## src/rtl/cbp_pkg.sv

```systemverilog
package cbp_pkg;

  typedef enum logic [1:0] {
    EW_ONE   = 2'd0,
    EW_TWO   = 2'd1,
    EW_FOUR  = 2'd2,
    EW_EIGHT = 2'd3
  } ewCode_t;

  typedef struct packed {
    logic load;
    logic issue;
  } cbpStrobe_t;

  function automatic logic pickBit(input logic [3:0] field, input logic [1:0] sel,
                                   input logic inv);
    return field[2'd3 - sel] ^ inv;
  endfunction

endpackage

```

## src/rtl/cbp_ctrl.sv

```systemverilog
module cbp_ctrl
  import cbp_pkg::*;
#(
  parameter int VL_MAX = 64,
  localparam int VLW = $clog2(VL_MAX + 1),
  localparam int IDXW = $clog2(VL_MAX)
) (
  input  logic            clk,
  input  logic            rstN,
  input  logic            start,
  input  logic [VLW-1:0]  vlIn,
  output cbpStrobe_t      strb,
  output logic [IDXW-1:0] idx,
  output logic            busy,
  output logic            done
);

  typedef enum logic [1:0] {ST_IDLE, ST_RUN, ST_DRAIN} state_t;

  state_t          state;
  logic [IDXW-1:0] lastIdx;
  logic [VLW-1:0]  vlEff;
  logic            doneQ;

  assign vlEff = (vlIn > VLW'(VL_MAX)) ? VLW'(VL_MAX) : vlIn;

  always_comb begin
    strb.load  = (state == ST_IDLE) && start && (vlEff != '0);
    strb.issue = (state == ST_RUN);
  end

  always_ff @(posedge clk) begin
    if (!rstN) begin
      state   <= ST_IDLE;
      idx     <= '0;
      lastIdx <= '0;
      doneQ   <= 1'b0;
    end else begin
      doneQ <= 1'b0;
      case (state)
        ST_IDLE: begin
          if (start) begin
            if (vlEff == '0) begin
              doneQ <= 1'b1;
            end else begin
              state   <= ST_RUN;
              idx     <= '0;
              lastIdx <= IDXW'(vlEff - VLW'(1));
            end
          end
        end
        ST_RUN: begin
          if (idx == lastIdx) state <= ST_DRAIN;
          else                idx   <= idx + IDXW'(1);
        end
        ST_DRAIN: begin
          state <= ST_IDLE;
          doneQ <= 1'b1;
        end
        default: state <= ST_IDLE;
      endcase
    end
  end

  assign busy = (state != ST_IDLE);
  assign done = doneQ;

endmodule

```

## src/rtl/cbp_datapath.sv

```systemverilog
module cbp_datapath
  import cbp_pkg::*;
#(
  parameter int VL_MAX = 64,
  parameter int REG_COUNT = 32,
  parameter int XLEN = 64,
  localparam int IDXW = $clog2(VL_MAX),
  localparam int RAW = $clog2(REG_COUNT),
  localparam int LANEW = 3
) (
  input  logic            clk,
  input  logic            rstN,
  input  cbpStrobe_t      strb,
  input  logic [IDXW-1:0] idx,
  input  logic [RAW-1:0]  rtIn,
  input  logic [1:0]      ewIn,
  input  logic [1:0]      selIn,
  input  logic            invIn,
  output logic [IDXW-1:0] crAddr,
  input  logic [3:0]      crData,
  output logic [RAW-1:0]  rfRdAddr,
  input  logic [XLEN-1:0] rfRdData,
  output logic            rfWrEn,
  output logic [RAW-1:0]  rfWrAddr,
  output logic [XLEN-1:0] rfWrData
);

  logic [RAW-1:0]   rtQ;
  ewCode_t          ewQ;
  logic [1:0]       selQ;
  logic             invQ;

  logic [LANEW-1:0] laneMask;
  logic [LANEW-1:0] bitPos;
  logic [IDXW-1:0]  regOff;
  logic [RAW-1:0]   rdAddr;
  logic             resBit;
  logic             fwd;
  logic [XLEN-1:0]  baseWord;
  logic [XLEN-1:0]  merged;

  logic             wrValid;
  logic [RAW-1:0]   wrAddr;
  logic [XLEN-1:0]  wrData;

  always_ff @(posedge clk) begin
    if (!rstN) begin
      rtQ  <= '0;
      ewQ  <= EW_ONE;
      selQ <= '0;
      invQ <= 1'b0;
    end else if (strb.load) begin
      rtQ  <= rtIn;
      ewQ  <= ewCode_t'(ewIn);
      selQ <= selIn;
      invQ <= invIn;
    end
  end

  always_comb begin
    laneMask = LANEW'((4'd1 << ewQ) - 4'd1);
    bitPos   = idx[LANEW-1:0] & laneMask;
    regOff   = idx >> ewQ;
    rdAddr   = rtQ + RAW'(regOff);
    resBit   = pickBit(crData, selQ, invQ);
    fwd      = wrValid && (wrAddr == rdAddr);
    baseWord = fwd ? wrData : rfRdData;
  end

  for (genvar b = 0; b < XLEN; b++) begin : g_merge
    if (b < (1 << LANEW)) begin : g_lane
      assign merged[b] = (bitPos == LANEW'(b)) ? resBit : baseWord[b];
    end else begin : g_keep
      assign merged[b] = baseWord[b];
    end
  end

  always_ff @(posedge clk) begin
    if (!rstN) begin
      wrValid <= 1'b0;
      wrAddr  <= '0;
      wrData  <= '0;
    end else begin
      wrValid <= strb.issue;
      if (strb.issue) begin
        wrAddr <= rdAddr;
        wrData <= merged;
      end
    end
  end

  assign crAddr   = idx;
  assign rfRdAddr = rdAddr;
  assign rfWrEn   = wrValid;
  assign rfWrAddr = wrAddr;
  assign rfWrData = wrData;

endmodule

```

## src/rtl/cr_bit_packer.sv

```systemverilog
module cr_bit_packer
  import cbp_pkg::*;
#(
  parameter int VL_MAX = 64,
  parameter int REG_COUNT = 32,
  parameter int XLEN = 64,
  localparam int VLW = $clog2(VL_MAX + 1),
  localparam int IDXW = $clog2(VL_MAX),
  localparam int RAW = $clog2(REG_COUNT)
) (
  input  logic            clk,
  input  logic            rstN,
  input  logic            start,
  input  logic [VLW-1:0]  vlIn,
  input  logic [RAW-1:0]  rtIn,
  input  logic [1:0]      ewIn,
  input  logic [1:0]      selIn,
  input  logic            invIn,
  output logic [IDXW-1:0] crAddr,
  input  logic [3:0]      crData,
  output logic [RAW-1:0]  rfRdAddr,
  input  logic [XLEN-1:0] rfRdData,
  output logic            rfWrEn,
  output logic [RAW-1:0]  rfWrAddr,
  output logic [XLEN-1:0] rfWrData,
  output logic            busy,
  output logic            done
);

  cbpStrobe_t      strb;
  logic [IDXW-1:0] idx;

  cbp_ctrl #(.VL_MAX(VL_MAX)) u_ctrl (
    .clk(clk), .rstN(rstN), .start(start), .vlIn(vlIn),
    .strb(strb), .idx(idx), .busy(busy), .done(done)
  );

  cbp_datapath #(.VL_MAX(VL_MAX), .REG_COUNT(REG_COUNT), .XLEN(XLEN)) u_dp (
    .clk(clk), .rstN(rstN), .strb(strb), .idx(idx),
    .rtIn(rtIn), .ewIn(ewIn), .selIn(selIn), .invIn(invIn),
    .crAddr(crAddr), .crData(crData),
    .rfRdAddr(rfRdAddr), .rfRdData(rfRdData),
    .rfWrEn(rfWrEn), .rfWrAddr(rfWrAddr), .rfWrData(rfWrData)
  );

endmodule

```

## config.mk

```make
export PLATFORM = sky130hd
export DESIGN_NAME = cr_bit_packer
export DESIGN_NICKNAME = d
export VERILOG_FILES = /design/src/rtl/cbp_pkg.sv /design/src/rtl/cbp_ctrl.sv /design/src/rtl/cbp_datapath.sv /design/src/rtl/cr_bit_packer.sv
export SDC_FILE = /design/constraint.sdc
export NUM_CORES = 1
export LEC_CHECK = 0
export BUFFER_PORTS_ARGS = -buffer_cell sky130_fd_sc_hd__clkbuf_2
export CAP_MARGIN = 20
export CORE_MARGIN = 2
export CORE_UTILIZATION = 45
export DETAILED_ROUTE_END_ITERATION = 10
export GPL_TIMING_DRIVEN = 0
export HOLD_SLACK_MARGIN = 0.1
export PLACE_DENSITY = 0.74
export SLEW_MARGIN = 20
export SYNTH_ARGS = -nofsm -noshare
export SYNTH_HDL_FRONTEND = slang
export SYNTH_HIERARCHICAL = 1
export SYNTH_SLANG_ARGS = --single-unit
```

## constraint.sdc

```tcl
create_clock -name clk -period 7 [get_ports clk]
set_input_delay 1.05 -clock clk [delete_from_list [all_inputs] [get_ports clk]]
set_output_delay 1.05 -clock clk [all_outputs]
set_load 0.02 [all_outputs]
```

# Word-level counts from Yosys, hierarchy flattened
# Index checks and enable logic that the tools add are counted.
# op_classes
n_addsub,5
mul,0
div_mod_pow,0
order_cmp,2
eq_ne,23
shifts,2
mux,23
n_bitwise,4
reduce_logical,21
# op_table
op,count
"!= test 2 bit, second input constant",12
two-way mux 6 bit,3
AND reduction 2 bit,9
"equality test 3 bit, second input constant",4
one-hot mux 6 bit (2 select lines),1
two-way mux 1 bit,11
two-way mux 8 bit,1
"greater-than comparator 7 bit, second input constant",1
logical NOT 7 bit,1
two-way mux 7 bit,1
nonzero test 7 bit,1
"adder 6 x 1 -> 6 bit, second input constant",1
"equality test 3 x 2 -> 1 bit, second input constant",2
equality test 6 bit,1
two-way mux 2 bit,3
AND reduction 3 bit,2
right shift 6 x 2 -> 5 bit,1
"subtractor 6 x 1 -> 6 bit, second input constant",1
adder 5 bit,1
equality test 5 bit,1
one-hot mux 2 bit (2 select lines),1
AND reduction 4 bit,1
nonzero test 2 bit,2
bitwise AND 3 bit,1
other kinds (14),17
# totals
reg_bits,95
latch_bits,0
mem_bits_rw,0
mem_bits_ro,0
inputBits,88
output_inout_bits,83
elab_cells,99
memories,0

# Longest topological paths before layout
# depth
depth_word,6
ltp_mapped,13
ltp_nobuf,10

# Modules after synthesis
# The synthesis kept the hierarchy.
# by_module_without_submodules
mod,instances,cells_each,area_per_inst_um2,seq_area_each_um2
cbp_datapath,1,412,3683.5,1601.5
cbp_ctrl,1,97,888.4,300.3

# Least setup slack after synthesis
# OpenSTA, ideal clock, no wires.
# synth_path
kind,register -> output
startpoint,register u_dp.ewQ[1]
endpoint,output port rfRdAddr[4]
arrival_ns,2.499
required_ns,5.950
slack_ns,3.451
stages_incl_launch_ff,8
n_path_buf,1
cell_sequence,dfxtp_1 > clkbuf_1 > mux4_2 > ha_1 > fa_1 > a21o_1 > a21oi_2 > xnor2_1
# synth_via
elab_chain_len,2
# synth_lines
element,line,source
from (decl),cbp_datapath.sv:29,ewCode_t ewQ;
from (signal assigned),cbp_datapath.sv:54,ewQ <= ewCode_t'(ewIn);
right shift 6 x 2 -> 5 bit,cbp_datapath.sv:63,regOff = idx >> ewQ;
adder 5 bit,cbp_datapath.sv:64,rdAddr = rtQ + RAW'(regOff);
to (decl),cr_bit_packer.sv:21,"output logic [RAW-1:0] rfRdAddr,"
# No other way between the ends.

# Worst setup path after layout
# Ends and elaborated chain as after synthesis.

==> flow_summary.json <==
{
  "synth_warnings": 6,
  "end_kind": "output pin",
  "worstHoldPathCells": 2,
  "clk_pin_slew_worst_paths_ns": 0.10,
  "synth_top_area_share_pct": 41.6,
  "die_h_um": 105,
  "avgRoutedWirePerCell_um": 14.2,
  "ys.flop_type": "dfxtp_1",
  "r2r_cells": 11,
  "layout-drive-gt1-share_pct": 32.5,
  "cts_sinks": 95,
  "die_w_um": 105,
  "worstSetupStartpoint": "u_dp/ewQ[1]",
  "track_usage_pct": 21.4,
  "grt_overflow": 0,
  "core_area_um2": 9820,
  "synth_seq_area_share_pct": 41.6,
  "synthTopCellsByArea": "dfxtp_1, nand2_1, a21boi_1",
  "ys_types": 60,
  "crit_end": "rfRdAddr[4]",
  "leakage_uw": 0.00259,
  "crit_required_ns": 5.95,
  "cts-root-buf": "clkbuf_8",
  "cts_resized": 0,
  "dr.pass1.iters": 5,
  "drc": 0,
  "antenna_cells": 0,
  "syn_area_um2": 4570,
  "syn2layout_area_growth_pct": 27.0,
  "place.gp.congestion": 0.788,
  "slew_viol_final": 0,
  "cp.arrival_ns": 3.27,
  "totalWireLength_mm": 11.8,
  "synthAdderAreaFrac_pct": 2.08,
  "cts_tree": "done",
  "r2r-end": "u_dp/rfWrData[16]",
  "fin_worst_skew_ns": 0.00685,
  "syn_avg_cell_area_um2": 8.98,
  "power_uw": 1360,
  "ctsHoldBuffers": 0,
  "grt_max_degree": 19,
  "yosys.area.top_type": "dfxtp_1",
  "rsz0062_at_grt": "no",
  "synthMuxAreaShare_pct": 7.22,
  "ys_ff_latch": 95,
  "status": "finished clean",
  "synthArstFlopShare_pct": 0,
  "hold_viol_final": 0,
  "hp-class": "flop to flop",
  "tightest_slew_ns": 0.850,
  "clk_latency_ns": 0.37,
  "antenna_found_initial": 0,
  "synth_top_family_by_area": "simple AND/OR/NAND/NOR gates",
  "power_density_nw_per_um2": 234,
  "tns_ns": 0,
  "fin_crit_sh_pct": 61.7,
  "vias_per_cell": 5.04,
  "cts_setup_buffers": 0,
  "cts_buffers": 9,
  "period_minus_slack_ns": 4.32,
  "grt_pass1_wl_mm": 19.1,
  "dp_hpwl_mm": 9.00,
  "fmax_mhz": 232,
  "initial_utilization_pct": 46.6,
  "r2r_slack_ns": 3.02,
  "ant_nets": 0,
  "num_rows": 36,
  "synth-simple-area-share_pct": 20.4,
  "critPathLaunchType": "flop",
  "via_count": 4177,
  "peakVddDrop_uv": 120,
  "clockBufferDepth": 2,
  "drtIter0Drc": 183,
  "synthesis.nets": 604,
  "nNetsFinal": 785,
  "ios": 171,
  "hp-start": "u_dp/rfWrData[48]",
  "worst-setup-path-type": "flop to output pin",
  "setup_viol": 0,
  "htreeDepth": 3,
  "rr_startpoint": "u_dp/ewQ[1]",
  "synth_compound_area_share_pct": 17.9,
  "synth_edf_count": 0,
  "drv_cap": 0,
  "synthCells": 509,
  "die-area_um2": 11000,
  "max-slew-margin-rel_pct": 43.3,
  "synth_xor_area_share_pct": 4.95,
  "path_max_fanout": 10,
  "grt_pass1_vias": 3929,
  "port_buffers": 170
}
## synth_stat cells, drive strengths merged, types with 2 or more instances
cell type,instances
xnor3,2
a21boi,57
nand3,10
clkbuf,19
o211ai,7
nor2,11
o21ai,16
a211oi,2
ha,6
inv,3
mux2,2
mux2i,24
nor3,4
or3b,2
xor2,5
and2,5
buf,19
and3,2
nand4,2
xnor2,13
a31oi,3
nor3b,5
nand2b,2
a21oi,9
nor2b,17
o211a,2
dfxtp,95
o21a,4
mux4,3
o32ai,4
nand2,137
## worst min-delay path by stage
stage	endpoint	slack [ns]
global route	u_dp/rfWrData[23]	0.48
floorplan	u_ctrl/done	0.47
global placement	u_dp/rfWrData[35]	0.44
detailed placement	u_dp/rfWrData[48]	0.45
CTS	u_dp/rfWrData[48]	0.46
finish	u_dp/rfWrData[48]	0.46
## registers in the layout, summed over array words and instances (netlist names), 2 cells and up
signal	flops
u_ctrl/lastIdx	6
u_dp/rtQ	5
u_dp/selQ	2
u_dp/rfWrAddr	5
u_dp/rfWrData	64
u_dp/ewQ	2
u_ctrl/idx	6
u_ctrl/state	2
## metal layers
layer | track usage (%) | up-vias | part of all wire, %
met2 | 36.5 | 133 | 49
met4 | 8.10 | 0 | 1.9
met1 | 27.2 | 1939 | 44
met3 | 3.56 | 16 | 5.1
met5 | 0 | - | 0
li1 | - | 2089 | -
## report_power, final
group          switching [uW]  total [uW]  internal [uW]
sequential               30.6         620            589
combinational             210         356            146
clock                     212         386            174
total                     453        1360            908
## per-stage QoR
step           setup WS [ns]  std cells  area [um2]  util (%)  hold slack (ns)
3_3_place_gp            3.20        812        5590      56.9            0.440
2_1_floorplan           3.45        509        4570         -            0.466
6_report                2.68        828        5810      59.1            0.460
4_1_cts                 2.69        828        5810      59.1            0.461
5_1_grt                 2.48        828        5810      59.1            0.482
3_5_place_dp            3.10        812        5590      56.9            0.447
## cell type report
class	instances	area, um2
fill	922	4010
multi-input combinational	372	2400
sequential	95	1900
timing repair buffer	170	851
buffer	39	256
tap	133	166
clock buffer	9	124
clock inverter	7	92.6
inverter	3	11.3
## logic make-up (layout without fill, tap and decap cells)
family / Yosys count / in the layout
AND/OR/NAND/NOR: 204 / 204
AO/OA/AOI/OAI: 111 / 111
flip-flops: 95 / 95
buffers and inverters: 42 / 228
multiplexers: 29 / 29
XOR/XNOR: 21 / 21
adder cells (fa/ha/maj): 7 / 7
## placed cells by master (no fill, tap or decap), types with 8 or more instances in the layout
master	count
dfxtp_1	95
xnor2_1	13
clkbuf_2	171
buf_4	10
a21oi_1	8
nand2_1	137
nand3_1	9
a21boi_0	16
clkbuf_8	9
nor2_1	10
clkbuf_1	18
mux2i_1	24
o21ai_0	14
nor2b_1	17
a21boi_1	41
## worst max-delay path: stages, from the launching register on
cell	delay, ns
dfxtp_1	0.44
clkbuf_1	0.40
mux4_2	0.57
ha_1	0.23
fa_1	0.44
a21o_1	0.23
a21oi_2	0.22
xnor2_1	0.17
clkbuf_2	0.22
(Power assumes the default switching activity.)
